## config.mk

```make
export PLATFORM = sky130hd
export DESIGN_NAME = dly_prog_port
export DESIGN_NICKNAME = d
export VERILOG_FILES = /design/src/rtl/dly_prog_pkg.sv /design/src/rtl/dly_prog_ctrl.sv /design/src/rtl/dly_prog_dp.sv /design/src/rtl/dly_prog_port.sv
export SDC_FILE = /design/constraint.sdc
export NUM_CORES = 1
export LEC_CHECK = 0
export BUFFER_PORTS_ARGS = -buffer_cell sky130_fd_sc_hd__buf_2
export CAP_MARGIN = 15
export CORE_ASPECT_RATIO = 1.5
export CORE_UTILIZATION = 48
export CTS_BUF_LIST = sky130_fd_sc_hd__clkbuf_4 sky130_fd_sc_hd__clkbuf_8
export CTS_CLUSTER_DIAMETER = 40
export CTS_CLUSTER_SIZE = 10
export DETAILED_ROUTE_END_ITERATION = 10
export PLACE_DENSITY = 0.86
export SETUP_SLACK_MARGIN = 0.5
export SYNTH_ARGS = -nofsm -noshare
export SYNTH_HDL_FRONTEND = slang
export SYNTH_HIERARCHICAL = 1
export SYNTH_SLANG_ARGS = --single-unit
```

## constraint.sdc

```tcl
create_clock -name clk -period 1.7 [get_ports clk]
set_clock_uncertainty 0.1 [all_clocks]
set_input_delay 0.085 -clock clk [delete_from_list [all_inputs] [get_ports clk]]
set_output_delay 0.085 -clock clk [all_outputs]
set_load 0.02 [all_outputs]
```

## src/rtl/dly_prog_pkg.sv

```systemverilog
package dly_prog_pkg;
  typedef struct packed {
    logic shiftStb;
    logic commitSer;
    logic loadPar;
  } ctrlStb_t;
endpackage

```

## src/rtl/dly_prog_ctrl.sv

```systemverilog
module dly_prog_ctrl
  import dly_prog_pkg::*;
(
  input  logic     clk,
  input  logic     rst_n,
  input  logic     modeSel,
  input  logic     enable,
  input  logic     serClk,
  output ctrlStb_t stb,
  output logic     serOutEn
);
  logic enQ, sckQ, modeQ;
  logic enFall, sckRise;

  always_ff @(posedge clk) begin
    if (!rst_n) begin
      enQ   <= 1'b0;
      sckQ  <= 1'b0;
      modeQ <= 1'b0;
    end else begin
      enQ   <= enable;
      sckQ  <= serClk;
      modeQ <= modeSel;
    end
  end

  assign enFall  = enQ & ~enable;
  assign sckRise = serClk & ~sckQ;

  // Mode decode: serial shifts only inside the enable window
  always_comb begin
    stb.shiftStb  = ~modeSel & enable & sckRise;
    stb.commitSer = ~modeSel & enFall;
    stb.loadPar   = modeSel & (enable | enFall);
  end

  assign serOutEn = enQ & ~modeQ;
endmodule

```

## src/rtl/dly_prog_dp.sv

```systemverilog
module dly_prog_dp
  import dly_prog_pkg::*;
#(
  parameter int ADDR_W = 8
) (
  input  logic              clk,
  input  logic              rst_n,
  input  ctrlStb_t          stb,
  input  logic              serIn,
  input  logic [ADDR_W-1:0] parBus,
  output logic [ADDR_W-1:0] delayAddr,
  output logic              updateStrobe,
  output logic              serOutBit
);
  localparam int MSB = ADDR_W - 1;

  logic [ADDR_W-1:0] shiftReg;
  logic [ADDR_W-1:0] nextAddr;
  logic              loadAny;

  always_ff @(posedge clk) begin
    if (!rst_n) shiftReg <= '0;
    else if (stb.shiftStb) shiftReg <= {shiftReg[MSB-1:0], serIn};
  end

  always_comb begin
    loadAny  = stb.commitSer | stb.loadPar;
    nextAddr = stb.commitSer ? shiftReg : parBus;
  end

  always_ff @(posedge clk) begin
    if (!rst_n) begin
      delayAddr    <= '0;
      updateStrobe <= 1'b0;
    end else begin
      updateStrobe <= loadAny && (nextAddr != delayAddr);
      if (loadAny) delayAddr <= nextAddr;
    end
  end

  assign serOutBit = shiftReg[MSB];
endmodule

```

## src/rtl/dly_prog_port.sv

```systemverilog
module dly_prog_port
  import dly_prog_pkg::*;
#(
  parameter int ADDR_W = 8
) (
  input  logic              clk,
  input  logic              rst_n,
  input  logic              modeSel,
  input  logic              enable,
  input  logic              serClk,
  input  logic              serIn,
  input  logic [ADDR_W-1:0] parBus,
  output logic              serOutData,
  output logic              serOutEn,
  output logic [ADDR_W-1:0] delayAddr,
  output logic              updateStrobe
);
  ctrlStb_t stb;

  dly_prog_ctrl u_ctrl (
    .clk      (clk),
    .rst_n    (rst_n),
    .modeSel  (modeSel),
    .enable   (enable),
    .serClk   (serClk),
    .stb      (stb),
    .serOutEn (serOutEn)
  );

  dly_prog_dp #(.ADDR_W(ADDR_W)) u_dp (
    .clk          (clk),
    .rst_n        (rst_n),
    .stb          (stb),
    .serIn        (serIn),
    .parBus       (parBus),
    .delayAddr    (delayAddr),
    .updateStrobe (updateStrobe),
    .serOutBit    (serOutData)
  );
endmodule

```

==> metrics.sh <==
OUTCOME='finished clean'
PLACEMENT_ROWS=19
POWER.DENSITY_nW_PER_UM2=829
LAYOUT_STAGE_AREA_GROWTH_OVER_THE_SYNTHESIS_RESULT_PCT=31.6
FIRST_GLOBAL_VIAS=846
POST-SYNTH-TOP-COUNT-CELL='mux2i_1'
DOMINANTREGCELLSYNTH='dfxtp_1'
FINAL_STD_CELL_AREA_NO_FILL_UM2=1290
CAP_VIOL_MAX_COUNT=0
MAPPEDNETLISTNETS=111
FINAL_CRITICAL_PATH_REQUIRED_PERIOD_NS=1.70
TIGHTEST_SLEW_NS=0.536
SYNTH_TOP_CELLS_BY_AREA='dfxtp_1 (41%), mux2i_1 (22%), xnor2_1 (7.1%), nor2b_1 (5.7%), and2_1 (5.1%)'
HPWL_UM=1400
YOSYSSEQAREASHARE=0.408
CPMAXSTAGEDELAYCELL='dfxtp_2'
ANT_NETS=0
WORSTSKEWPAIRLATENCY_NS=0.31
FIRST_ITER_VIOLATIONS=15
UPPER_CLOCK_FREQUENCY_LIMIT_MHz=589
SYNTH_COMMONEST_CELLS='mux2i_1 (22), dfxtp_1 (20), nor2b_1 (9), o21ai_0 (9)'
TIMING.MAX_SLEW.REL_SLACK=0.642
RSZ0062_AT_GRT='true'
WORSTPATHMAXFANOUT=12
SYN-INSTANCE-COUNT=97
NUM_VIAS=828
CLASS_OF_THE_TIGHTEST_HOLD_OR_REMOVAL_CHECK='in -> reg'
CP_DATA_ARRIVAL_TIME_NS=1.80
DIEAREA_UM2=2230
CRITICAL_PATH.TOP_DELAY_FAMILY='simple AND/OR/NAND/NOR gates'
CRITICALPATHCATEGORY='reg -> reg'
SETUP_VIOLATIONS=0
YOSYS-MUX-AREA-FRACTION=0.224
WORST_VOLTAGE_DROP_ACROSS_THE_VDD_GRID_uV=676
SYNTH_XOR_XNOR_AREA_SHARE=0.0714
TRITONCTS='yes'
SYNTH-EDFF-COUNT=0
FINISH.CELL_COUNT_WITHOUT_FILLERS=149
SYNTHDOMINANTCELLAREASHARE=0.408
INITIAL_CORE_UTIL=0.522
HOLD_DEPTH=2
CRITICAL_PATH.ENDPOINT_TYPE='register'
CTS_BUFFER_DEPTH=2
DIODES=0
POSTSYNTHREGISTERBITS=20
WIRELENGTH_UM=2230
CTSROOTBUFFERMASTER='clkbuf_4'
H-TREE-DEPTH=1
TIMING_MAX_TRANSITION_VIOLATIONS_FINAL=0
CORE-AREA_UM2=1880
GRT_FIRST_PASS_WIRELENGTH_UM=3660
FIRSTDRTPASSITERS=4
PATH_DEPTH=6
SYNTH_WARNINGS=6
DIEHEIGHT_UM=57.4
NETLIST.TOP_CELL.BY_AREA='dfxtp_1'
SYNTH_ADDER_AREA_SHARE=0
SHARE_OF_THE_SYNTHESIZED_AREA_IN_COMPOUND_GATES_AO_OA_AOI_OAI=0.0791
VIA_DENSITY_PER_INSTANCE=5.56
HOLD_VIOLATIONS=0
FIN_WORST_HOLD_SLACK_NS=0.0564
SYNTH_SIMPLE_GATE_AREA_SHARE=0.172
TIMING.CRITICAL_PATH.CELLS='nor3b_4 -> buf_12 -> mux2i_2 -> xnor2_1 -> nor4_2 -> a21oi_1'
AVGROUTEDWIREPERCELL_UM=15.0
WORST_SETUP_HOLD_PATH_CLK_SLEW_NS=0.12
POSTSYNTHAREAPERCELL_UM2=10.1
SYNTHARSTFLOPSHARE=0
NUMBER_OF_BUFFERS_INSERTED_DURING_CLOCK_TREE_SYNTHESIS=3
DRIVE_ABOVE_1_SHARE=0.328
CLOCK_SINKS=20
POST_DP_CELL_AREA_UM2=1110
LEAKAGE_nW=0.514
DIE_X_UM=38.9
ROUTABILITY_CONG=0.757
NUMPLACEDINSTANCES=137
INITIAL_ANTENNA_VIOLATION_COUNT=0
WORSTREGTOREGCELLS=6
CRITICAL_PATH.STARTPOINT_TYPE='register'
NET_TOTAL_IN_THE_FINAL_LAYOUT=143
POST_SYNTH_NUM_CELL_TYPES=18
CRITPATHMAXSTAGEDELAY_NS=0.36
GRT_OVERFLOW_TOTAL=0
PATH_BUF_INV=1
NUMBER_OF_I_O_PORT_BUFFERS=24
SYNTHESIS.AREA_UM2=981
CRIT_SHARE_POST_ROUTE=1.00
DOMINANT_COMBINATIONAL_CELL_FAMILY_BY_AREA_AFTER_SYNTHESIS='multiplexers'
GRTUSAGETOTAL=0.228
NUM_IO_PINS=25
POSTLAYOUTCOREUTIL=0.688
TIMING.CRITICAL_PATH.REQUIRED_NS=1.80
GRT_MAX_DEGREE=21
ROUTE.DETAILED.DRC=0
-- metal layers --
layer	vias up	GRT usage	share of wire
li1	398	-	-
met1	398	0.269	0.42
met2	30	0.414	0.53
met3	2	0.0272	0.043
met4	0	0.0591	0.011
met5	-	0	0
-- final cells by class --
type	instances	area, µm²
multi-input cells	71	578
well taps	21	26.3
clock inverters	1	30.0
fillers	140	587
flip-flops and latches	20	402
repair buffers	33	233
clock buffers	3	22.5
-- what timing repair did --
action	in CTS	in global routing
hold buffers	4	0
hold endpoints to repair	4	0
setup endpoints to repair	17	18
gates resized for setup	2	8
buffers inserted	2	1
gates cloned	1	0
pin swaps	0	1
-- cells by family (layout without fill, tap and decap cells) --
family | Yosys count | count (layout)
AND/OR/NAND/NOR | 28 | 28
AO/OA/AOI/OAI | 13 | 13
XOR/XNOR | 8 | 8
multiplexers | 22 | 22
buffers and inverters | 6 | 37
flip-flops | 20 | 20
-- through the flow --
stage	power [mW]	setup TNS [ns]	setup slack, ns
after floorplan	0.613	0	0.152
after global placement	0.653	0	0.0828
after detailed placement	0.658	0	0.00991
after CTS	1.07	0	0.0257
after global routing	1.11	-0.124	-0.124
final	1.07	0	0.000799
-- registers in the layout, summed over array words and instances (netlist names) --
register and flops:
u_dp/delayAddr 8, u_dp/shiftReg 8, u_ctrl/enQ 1, u_ctrl/modeQ 1, u_ctrl/sckQ 1, u_dp/updateStrobe 1
-- placed cells by master, fill, tap and decap left out --
cell type and instances:
buf_2 23, xnor2_1 8, a21oi_1 1, o21a_1 1, nor4_2 1, o21ai_0 8, dlygate4sd3_1 4, bufinv_16 1
nor3b_4 1, dfxtp_2 1, buf_4 4, o311a_1 2, clkbuf_4 3, mux2i_2 3, mux2i_4 1, nor4_1 1
nand2_1 6, o21ai_1 1, dfxtp_1 19, buf_12 1, mux2i_1 18, and4bb_2 1, buf_16 1, and2_2 1
nor2b_1 9, and2_1 8
-- final timing paths --
path	start	endpoint	slack, ns
hold / removal	rst_n	u_dp/delayAddr[2]$_SDFFE_PN0P_	0.06
hold reg to reg	u_dp/shiftReg[0]$_SDFFE_PN0P_	u_dp/shiftReg[0]$_SDFFE_PN0P_	0.47
setup / recovery	u_ctrl/enQ$_SDFF_PN0_	u_dp/updateStrobe$_SDFF_PN0_	0.0008
setup reg to reg	u_ctrl/enQ$_SDFF_PN0_	u_dp/updateStrobe$_SDFF_PN0_	0.0008
-- power breakdown --
group / internal (mW) / switching [mW]
logic: 0.0897 / 0.0856
registers: 0.487 / 0.0140
clock network: 0.238 / 0.156
total: 0.815 / 0.256
Power figures use the tool's default switching activity.
